**src/rtl/vq_regs_pkg.sv**
```systemverilog
// Shared offsets, bit positions and ring layout constants for the
// legacy virtqueue register interface. Assumes an 8-bit byte offset bus.
package vq_regs_pkg;

    localparam logic [7:0] OFF_HOSTF  = 8'h00;
    localparam logic [7:0] OFF_GUESTF = 8'h04;
    localparam logic [7:0] OFF_PFN    = 8'h08;
    localparam logic [7:0] OFF_QSIZE  = 8'h0C;
    localparam logic [7:0] OFF_QSEL   = 8'h0E;
    localparam logic [7:0] OFF_NOTIFY = 8'h10;
    localparam logic [7:0] OFF_STATUS = 8'h12;
    localparam logic [7:0] OFF_ISR    = 8'h13;
    localparam logic [7:0] OFF_CFG    = 8'h14;

    localparam int BIT_EMPTY_NOTE = 24;
    localparam int BIT_NEG_FAIL   = 30;
    localparam int BIT_DRV_READY  = 2;

    localparam int PAGE_SHIFT  = 12;
    localparam int DESC_BYTES  = 16;
    localparam int AVAIL_HDR   = 4;
    localparam int AVAIL_ENTRY = 2;

    typedef enum logic [1:0] {
        SZ_BYTE = 2'd0,
        SZ_HALF = 2'd1,
        SZ_WORD = 2'd2
    } acc_size_e;

    // Byte-lane mask for an access size code.
    function automatic logic [31:0] size_mask(input logic [1:0] sz);
        case (sz)
            SZ_BYTE: size_mask = 32'h0000_00FF;
            SZ_HALF: size_mask = 32'h0000_FFFF;
            default: size_mask = 32'hFFFF_FFFF;
        endcase
    endfunction

endpackage

```
**src/rtl/vq_feat_negotiate.sv**
```systemverilog
// Feature negotiation: forms the advertised word and decides what a
// guest feature write turns into. Purely combinational.
module vq_feat_negotiate
    import vq_regs_pkg::*;
(
    input  logic [31:0] dev_feat,
    input  logic [31:0] min_feat,
    input  logic [31:0] req_feat,
    output logic [31:0] adv_word,
    output logic [31:0] granted
);
    logic [31:0] offered;

    // Offered set and advertised word.
    always_comb begin
        offered  = dev_feat | (32'h1 << BIT_EMPTY_NOTE);
        adv_word = offered | (32'h1 << BIT_NEG_FAIL);
    end

    // Accept, fall back, or mask a requested feature word.
    always_comb begin
        if ((req_feat & ~offered) == 32'h0)
            granted = req_feat;
        else if (req_feat[BIT_NEG_FAIL])
            granted = min_feat;
        else
            granted = req_feat & offered;
    end
endmodule

```
**src/rtl/vq_ring_calc.sv**
```systemverilog
// Ring layout calculator: derives the three ring bases from a page frame.
// Assumes one fixed ring size for every queue.
module vq_ring_calc
    import vq_regs_pkg::*;
#(
    parameter int PFN_W = 32,
    parameter int PA_W  = 44,
    parameter int QSIZE = 256
) (
    input  logic [PFN_W-1:0] pfn,
    output logic [PA_W-1:0]  desc,
    output logic [PA_W-1:0]  avail,
    output logic [PA_W-1:0]  used
);
    localparam logic [PA_W-1:0] PG_LOW   = PA_W'((1 << PAGE_SHIFT) - 1);
    localparam logic [PA_W-1:0] DESC_LEN = PA_W'(DESC_BYTES * QSIZE);
    localparam logic [PA_W-1:0] AV_LEN   = PA_W'(AVAIL_HDR + AVAIL_ENTRY * QSIZE);

    logic [PA_W-1:0] av_end;

    // Descriptor table, available ring, then page-aligned used ring.
    always_comb begin
        desc   = PA_W'(pfn) << PAGE_SHIFT;
        avail  = desc + DESC_LEN;
        av_end = avail + AV_LEN;
        used   = (av_end + PG_LOW) & ~PG_LOW;
    end
endmodule

```
**src/rtl/vq_queue_bank.sv**
```systemverilog
// Per-queue storage of page frame and ring bases. A load writes one queue;
// a clear wipes all queues. Assumes load and clear are never both set for
// the same queue in a way that matters (clear wins).
module vq_queue_bank #(
    parameter int NQ    = 2,
    parameter int PFN_W = 32,
    parameter int PA_W  = 44
) (
    input  logic                      clk,
    input  logic                      rst_n,
    input  logic                      clr,
    input  logic [NQ-1:0]             load,
    input  logic [PFN_W-1:0]          ld_pfn,
    input  logic [PA_W-1:0]           ld_desc,
    input  logic [PA_W-1:0]           ld_avail,
    input  logic [PA_W-1:0]           ld_used,
    output logic [NQ-1:0][PFN_W-1:0]  pfn_q,
    output logic [NQ-1:0][PA_W-1:0]   desc_q,
    output logic [NQ-1:0][PA_W-1:0]   avail_q,
    output logic [NQ-1:0][PA_W-1:0]   used_q
);
    for (genvar g = 0; g < NQ; g++) begin : g_q
        // Hold or replace this queue's frame and bases.
        always_ff @(posedge clk) begin
            if (!rst_n || clr) begin
                pfn_q[g]   <= '0;
                desc_q[g]  <= '0;
                avail_q[g] <= '0;
                used_q[g]  <= '0;
            end else if (load[g]) begin
                pfn_q[g]   <= ld_pfn;
                desc_q[g]  <= ld_desc;
                avail_q[g] <= ld_avail;
                used_q[g]  <= ld_used;
            end
        end
    end
endmodule

```
**src/rtl/vq_legacy_regs.sv**
```systemverilog
// Legacy virtqueue register file. Decodes single-cycle register accesses,
// returns read data combinationally and applies every side effect at the
// closing clock edge. Assumes bus_wr and bus_rd are not asserted together.
module vq_legacy_regs
    import vq_regs_pkg::*;
#(
    parameter int NQ    = 2,
    parameter int PFN_W = 32,
    parameter int QSIZE = 256,
    localparam int PA_W = PFN_W + PAGE_SHIFT
) (
    input  logic               clk,
    input  logic               rst_n,
    input  logic               bus_wr,
    input  logic               bus_rd,
    input  logic [7:0]         bus_addr,
    input  logic [1:0]         bus_size,
    input  logic [31:0]        bus_wdata,
    output logic [31:0]        bus_rdata,
    input  logic [31:0]        dev_features,
    input  logic [31:0]        min_features,
    input  logic [7:0]         isr_set,
    output logic [31:0]        guest_features,
    output logic               irq,
    output logic               dev_reset,
    output logic               drv_ready,
    output logic               bus_master_en,
    output logic [NQ-1:0]      q_notify,
    output logic [NQ-1:0]      ring_init,
    output logic [NQ*PA_W-1:0] desc_base,
    output logic [NQ*PA_W-1:0] avail_base,
    output logic [NQ*PA_W-1:0] used_base,
    output logic               cfg_wr,
    output logic               cfg_rd,
    output logic [7:0]         cfg_addr,
    output logic [1:0]         cfg_size,
    output logic [31:0]        cfg_wdata,
    input  logic [31:0]        cfg_rdata
);
    localparam int SEL_W = (NQ > 1) ? $clog2(NQ) : 1;

    logic [31:0]      wdata_m, adv_word, granted, rd_raw;
    logic [SEL_W-1:0] q_sel;
    logic [7:0]       status, isr;
    logic [15:0]      idx16;
    logic             wr_guestf, wr_pfn, wr_qsel, wr_notify, wr_status, rd_isr;
    logic             soft_rst, ready_d, in_cfg;
    logic [NQ-1:0]    load, notify_d;
    logic [PA_W-1:0]  c_desc, c_avail, c_used;
    logic [NQ-1:0][PFN_W-1:0] pfn_arr;
    logic [NQ-1:0][PA_W-1:0]  desc_arr, avail_arr, used_arr;

    // Access decode and size-truncated write data.
    always_comb begin
        wdata_m   = bus_wdata & size_mask(bus_size);
        idx16     = wdata_m[15:0];
        in_cfg    = (bus_addr >= OFF_CFG);
        wr_guestf = bus_wr && (bus_addr == OFF_GUESTF);
        wr_pfn    = bus_wr && (bus_addr == OFF_PFN);
        wr_qsel   = bus_wr && (bus_addr == OFF_QSEL);
        wr_notify = bus_wr && (bus_addr == OFF_NOTIFY);
        wr_status = bus_wr && (bus_addr == OFF_STATUS);
        rd_isr    = bus_rd && (bus_addr == OFF_ISR);
        soft_rst  = (wr_pfn && wdata_m[PFN_W-1:0] == '0)
                 || (wr_status && wdata_m[7:0] == 8'h00);
        ready_d   = wr_status && wdata_m[BIT_DRV_READY] && !status[BIT_DRV_READY];
    end

    // Per-queue load and notify qualification.
    always_comb begin
        for (int i = 0; i < NQ; i++) begin
            load[i]     = wr_pfn && (wdata_m[PFN_W-1:0] != '0) && (q_sel == SEL_W'(i));
            notify_d[i] = wr_notify && (idx16 == 16'(i)) && (desc_arr[i] != '0);
        end
    end

    vq_feat_negotiate u_feat (
        .dev_feat (dev_features),
        .min_feat (min_features),
        .req_feat (wdata_m),
        .adv_word (adv_word),
        .granted  (granted)
    );

    vq_ring_calc #(.PFN_W(PFN_W), .PA_W(PA_W), .QSIZE(QSIZE)) u_calc (
        .pfn   (wdata_m[PFN_W-1:0]),
        .desc  (c_desc),
        .avail (c_avail),
        .used  (c_used)
    );

    vq_queue_bank #(.NQ(NQ), .PFN_W(PFN_W), .PA_W(PA_W)) u_bank (
        .clk      (clk),
        .rst_n    (rst_n),
        .clr      (soft_rst),
        .load     (load),
        .ld_pfn   (wdata_m[PFN_W-1:0]),
        .ld_desc  (c_desc),
        .ld_avail (c_avail),
        .ld_used  (c_used),
        .pfn_q    (pfn_arr),
        .desc_q   (desc_arr),
        .avail_q  (avail_arr),
        .used_q   (used_arr)
    );

    // Device-state registers cleared by hard or soft reset.
    always_ff @(posedge clk) begin
        if (!rst_n || soft_rst) begin
            guest_features <= '0;
            q_sel          <= '0;
            status         <= '0;
            isr            <= '0;
        end else begin
            if (wr_guestf) guest_features <= granted;
            if (wr_qsel && idx16 < 16'(NQ)) q_sel <= idx16[SEL_W-1:0];
            if (wr_status) status <= wdata_m[7:0];
            isr <= (rd_isr ? 8'h00 : isr) | isr_set;
        end
    end

    // Output pulses and the sticky bus-master enable.
    always_ff @(posedge clk) begin
        if (!rst_n) begin
            dev_reset     <= 1'b0;
            drv_ready     <= 1'b0;
            bus_master_en <= 1'b0;
            q_notify      <= '0;
            ring_init     <= '0;
        end else begin
            dev_reset <= soft_rst;
            drv_ready <= ready_d;
            q_notify  <= notify_d;
            ring_init <= load;
            if (ready_d) bus_master_en <= 1'b1;
        end
    end

    // Read multiplexer.
    always_comb begin
        case (bus_addr)
            OFF_HOSTF:  rd_raw = adv_word;
            OFF_GUESTF: rd_raw = guest_features;
            OFF_PFN:    rd_raw = 32'(pfn_arr[q_sel]);
            OFF_QSIZE:  rd_raw = 32'(QSIZE);
            OFF_QSEL:   rd_raw = 32'(q_sel);
            OFF_STATUS: rd_raw = 32'(status);
            OFF_ISR:    rd_raw = 32'(isr);
            default:    rd_raw = in_cfg ? cfg_rdata : 32'hFFFF_FFFF;
        endcase
        bus_rdata = rd_raw & size_mask(bus_size);
    end

    // Device region pass-through and flattened outputs.
    always_comb begin
        cfg_wr     = bus_wr && in_cfg;
        cfg_rd     = bus_rd && in_cfg;
        cfg_addr   = bus_addr - OFF_CFG;
        cfg_size   = bus_size;
        cfg_wdata  = bus_wdata;
        irq        = (isr != 8'h00);
        desc_base  = desc_arr;
        avail_base = avail_arr;
        used_base  = used_arr;
    end
endmodule

```
**config.mk**
```make
export PLATFORM = sky130hd
export DESIGN_NAME = vq_legacy_regs
export DESIGN_NICKNAME = d
export VERILOG_FILES = /design/src/rtl/vq_regs_pkg.sv /design/src/rtl/vq_feat_negotiate.sv /design/src/rtl/vq_ring_calc.sv /design/src/rtl/vq_queue_bank.sv /design/src/rtl/vq_legacy_regs.sv
export SDC_FILE = /design/constraint.sdc
export NUM_CORES = 1
export LEC_CHECK = 0
export BUFFER_PORTS_ARGS = -buffer_cell sky130_fd_sc_hd__buf_2
export CAP_MARGIN = 25
export CORE_AREA = 2 2 204 206
export DETAILED_ROUTE_END_ITERATION = 16
export DIE_AREA = 0 0 206 208
export GPL_ROUTABILITY_DRIVEN = 0
export GPL_TIMING_DRIVEN = 1
export PLACE_DENSITY = 0.56
export SYNTH_ARGS = -nofsm -noshare
export SYNTH_HDL_FRONTEND = slang
export SYNTH_SLANG_ARGS = --single-unit
export TNS_END_PERCENT = 1
```
**constraint.sdc**
```tcl
create_clock -name clk -period 5.2 [get_ports clk]
set_input_delay 1.56 -clock clk [delete_from_list [all_inputs] [get_ports clk]]
set_output_delay 1.56 -clock clk [all_outputs]
set_load 0.05 [all_outputs]
```
# After elaboration in Yosys (flattened, before gate mapping)
# Index checks and enable logic that the tools add are counted.
totals:
  register_bits: 272
  word_cells: 80
  output_inout_bits: 380
  input_bits: 150
classes:
  n_lt_le_gt_ge: 3
  n_bitwise: 7
  eq_ne: 9
  muxes: 8
  n_reduce_logical: 34
  n_addsub: 4
ops:
  columns: ["cell", "n"]
  rows:
  - ["$pmux 32 s7", 1]
  - ["$mux 32", 5]
  - ["$and 32x32->32", 4]
  - ["$reduce_bool 44->1", 2]
  - ["$logic_not 32->1", 2]
  - ["$pmux 32 s2", 1]
  - ["$add 44x10->44 const B", 1]
  - ["$add 44x12->44 const B", 1]
  - ["$add 44x13->44 const B", 1]
  - ["$not 32->32", 1]
  - ["$reduce_bool 32->1", 1]
  - ["$eq 8x4->1 const B", 3]
  - ["$eq 8x5->1 const B", 3]
  - ["$logic_and 1x1->1", 20]
  - ["$eq 16x1->1 const B", 1]
  - ["$logic_not 16->1", 1]
  - ["$logic_not 8->1", 2]
  - ["$lt 16x2->1 const B", 1]
  - ["$eq 8x3->1 const B", 1]
  - ["$ge 8x5->1 const B", 1]
  - ["$mux 8", 1]
  - ["$or 8x8->8", 1]
  - ["$reduce_bool 8->1", 1]
  - ["$sub 8x5->8 const B", 1]
  - ["6 further kinds", 8]

# Logic depth before layout (Yosys ltp)
depth:
  depth_word: 7
  ltp_mapped: 12
  mapped_depth_nobuf: 10

# Modules after synthesis
# From an unflattened synthesis, not the netlist that was laid out.
unflattened:
  hier_cells: 2114
  area_unflattened_um2: 19334.8
modules_own_cells:
  columns: ["mod", "cells_per_inst", "seq_area_each_um2", "area_per_inst_um2", "n_inst"]
  rows:
  - ["vq_queue_bank", 1058, 6566.3, 11701.2, 1]
  - ["vq_legacy_regs", 560, 1121.1, 4295.4, 1]
  - ["vq_ring_calc", 298, 0.0, 2039.5, 1]
  - ["vq_feat_negotiate", 198, 0.0, 1298.7, 1]

# Least setup slack after synthesis
# No wires, ideal clock.
synth_timing:
  path_type: "in2out"
  startpoint: "input bus_addr[7]"
  endpoint: "output bus_rdata[16]"
  path_buffers: 2
  stages: 7
  slack_ns: -0.827
  arrival_ns: 4.467
  t_required_ns: 3.640
  path_cell_list: "or3_1 nor4_1 and2_0 clkbuf_1 clkbuf_1 a221oi_1 a21boi_0"
synth_between:
  elab_chain_cells: 4
  word_cells_on_any_way: 11
  cone_classes: "order compare (1); eq/ne (6); mux (2); bitwise (1); reduce/logical (1)"
synth_lines:
  columns: ["item", "line_no", "rtl"]
  rows:
  - ["start: declaration", "vq_legacy_regs.sv:16", "input logic [7:0] bus_addr,"]
  - ["$ge 8x5->1", "vq_legacy_regs.sv:57", "in_cfg = (bus_addr >= OFF_CFG);"]
  - ["$mux 32", "vq_legacy_regs.sv:149", "default: rd_raw = in_cfg ? cfg_rdata : 32'hFFFF_FFFF;"]
  - ["$pmux 32 s7 (*)", "vq_legacy_regs.sv:141", "case (bus_addr)"]
  - ["$and 32x32->32 (*)", "vq_legacy_regs.sv:151", "bus_rdata = rd_raw & size_mask(bus_size);"]
  - ["end: declaration", "vq_legacy_regs.sv:19", "output logic [31:0] bus_rdata,"]
# Every way passes the cells marked *; elsewhere a longest branch is shown, timed or not.

# Worst setup path in the final report
layout_timing:
  startpoint: "input bus_addr[7]"
  endpoint: "output bus_rdata[27]"
# Same word-level chain as after synthesis.

==> results.md <==
* Outcome: complete, no violations
* Core Box Area at 0.04055 mm2
* First-pass GRT wire length at 86,420 um
* Layout cells sized above 1 at 29.15%
* Post-Route WL at 59,100 um
* Area growth, synth to finish at 28.90%
* Post-DP HPWL at 45,530 um
* Row cnt at 74
* Max Slew Vio Count at 0
* Critical hold path startpoint: u_bank.used_q[57]
* Synth async-reset ratio at 0%
* Largest net degree at the start of global routing at 73
* Minimum clock period at 5105 ps
* Worst r2r src: q_sel
* Remaining Overflow, GRT at 0
* Period utilisation layout at 98.17%
* Hold/Removal Path Class: reg -> reg
* Cells after Synth at 1,781
* Detailed Route Iter0 Violations at 1,219
* Worst Tran Pin Value at 1056 ps
* Starting density of the core at 32.91%
* Setup_tns at 0 ps
* Hold Vio Cnt, Final at 0
* Critical Path RT at 3640 ps
* CTS Sinks at 246
* H-tree depth at 1
* Area after DPL at 0.01611 mm2
* Max-slew headroom at 29.45%
* CTS Buffer Depth at 3
* Die Footprint at 0.04285 mm2
* Vias at 14.46k
* Worst skew pair latency at 570 ps
* Post-synthesis sequential area ratio at 36.90%
* Mapped Area at 0.01335 mm2
* Inserted Clock Buffers at 29
* Die width at 206 um
* DP Worst Slack at 107.7 ps
* Setup CP Type: in -> out
* Die height at 208 um
* Max Fclk at 195.9 MHz
* Critical Path Source Type: primary input
* Worst setup margin at 95.04 ps
* RSZ-0062 raised after global routing: no
* Vias/cell at 5.322
* Fin area at 0.01720 mm2
* # setup viols final at 0
* Mean routed wirelength per cell at 21.74 um
* CTS tree: built
* CP endpoint kind: output pin
* Overall Global Routing Usage at 26.55%
* Root buf cell: clkbuf_16
* Worst IR drop on VDD at 0.1991 mV
* # port buffers at 456
* Data arrival, critical path at 3540 ps
* Final ANT Viol Nets at 0
* Post-Syn Area per Cell at 7.493 um2
* Clock-pin transition on the worst setup and hold timing paths at 60 ps
* Post-synth EDFFs at 0
* DRC Markers at 0
* YS warnings at 0
* Initial DRT Pass Iterations at 6
* Max-cap viol count at 0
* Fin nets at 2,324
* Vias in the first global route at 13.54k
* Ports at 530
* Worst setup path start: bus_addr[7]
* Worst-path fanout max at 23
* Lkg Pwr at 0.007305 uW
* Flops & latches, synth at 246
* Hold buffers post-CTS at 0
* Cell variety after synth at 64
* Top_reg_cell synth: dfxtp_1
* Initial antenna violation count at 1
* Layout Skew at 14.83 ps
* PwrDens at 284.3 mW/mm2
-- flip-flops by register name, summed over array words and instances, names as in the netlist --
signal,cells
bus_master_en,1
dev_reset,1
drv_ready,1
guest_features,32
isr,8
q_notify,2
q_sel,1
ring_init,2
status,8
u_bank.avail_q,64
u_bank.desc_q,31
u_bank.pfn_q,32
u_bank.used_q,63
-- final timing paths --
kind,endpoint,slack (ps),cells past startpoint
min reg2reg,u_bank.used_q[57],450,2
max,bus_rdata[27],100,9
min,u_bank.used_q[57],450,2
max reg2reg,u_bank.used_q[84],2380,5
-- critical path, stage by stage --
cell	delay, ps
buf_2	120
or3_1	430
nor4_1	180
buf_4	200
and2_0	260
buf_12	200
a221oi_1	110
a21boi_2	180
buf_2	290
-- synth_stat cells, drive strengths merged (4+ instances only) --
cell	n	share of area, %
inv	39	1.1
or2	4	0.19
a21boi	16	0.90
a21oi	176	6.6
a211oi	68	3.9
nand2b	6	0.28
a221oi	35	2.3
a32oi	5	0.33
nand3b	4	0.32
a22o	10	0.66
nor4	45	2.1
or3	5	0.23
o22ai	24	1.1
o21ai	41	1.5
a22oi	9	0.51
clkbuf	125	3.5
nor2	257	7.2
nand4	20	1.1
buf	128	6.9
nor2b	5	0.23
and3	6	0.28
xor2	20	1.3
xnor2	36	2.4
nand2	243	6.8
nand3	47	1.8
nor3	53	2.0
ha	10	0.94
dfxtp	246	37
mux2i	46	3.5
or4	7	0.42
and2	8	0.38
-- what timing repair did --
action,in CTS,in global routing
endpoints found under the setup margin,0,6
resized for setup,0,7
setup buffers,0,0
-- kinds of logic (layout without fill, tap and decap cells) --
group / count (synthesis) / count (layout) / share of synthesized area, %
XOR/XNOR: 56 / 56 / 3.675
other: 1 / 73 / 0.02810
multiplexers: 47 / 47 / 3.535
buffers and inverters: 292 / 625 / 11.49
AND/OR/NAND/NOR: 716 / 716 / 23.79
flip-flops: 246 / 246 / 36.90
adder cells (fa/ha/maj): 10 / 10 / 0.9376
AO/OA/AOI/OAI: 413 / 413 / 19.65
-- area by class of cell --
type	instances	area, um2
fillers	4265	23350
multi-input cells	1314	7322
flip-flops and latches	246	4926
repair buffers	534	3088
clock buffers	38	819.5
well taps	532	665.6
clock inverters	14	232.7
inverters	39	146.4
diodes	1	2.502
-- stage by stage --
stage	util, %	cells	total power [uW]	hold WS, ps
finish	42.42	2718	4891	449.9
global route	42.42	2718	5054	464.5
CTS	42.31	2716	4931	451.9
detailed placement	39.71	2664	2673	443.9
global placement	39.65	2663	2670	439.1
floorplan	-	1852	2477	431.7
-- layer usage --
metal	wire, um	global-route usage [%]	up-vias
met3	3960	3.665	93
met4	1546	6.921	0
met1	25540	35.94	6887
met5	0	0	-
met2	28050	44.13	690
li1	-	-	6794
-- where the power goes --
group | internal, uW | switching [uW]
Sequential | 1890 | 5.80
Clock | 1400 | 851
Combinational | 178 | 564
-- cells in the final DEF, fill, tap and decap left out, types with 13 or more instances in the layout --
cell	instances
nor4_1	45
a21boi_2	16
clkbuf_16	29
nor3_1	53
nand2_1	243
buf_12	13
a21oi_2	15
a221oi_1	35
nand3_1	47
dfxtp_1	245
conb_1	72
mux2i_1	46
inv_1	39
buf_4	65
xor2_1	20
buf_2	449
o21ai_0	39
a21oi_1	161
a211oi_1	67
nor2_1	254
xnor2_1	36
o22ai_1	24
nand4_1	18
Note: power is estimated with default switching activity, not from simulation.
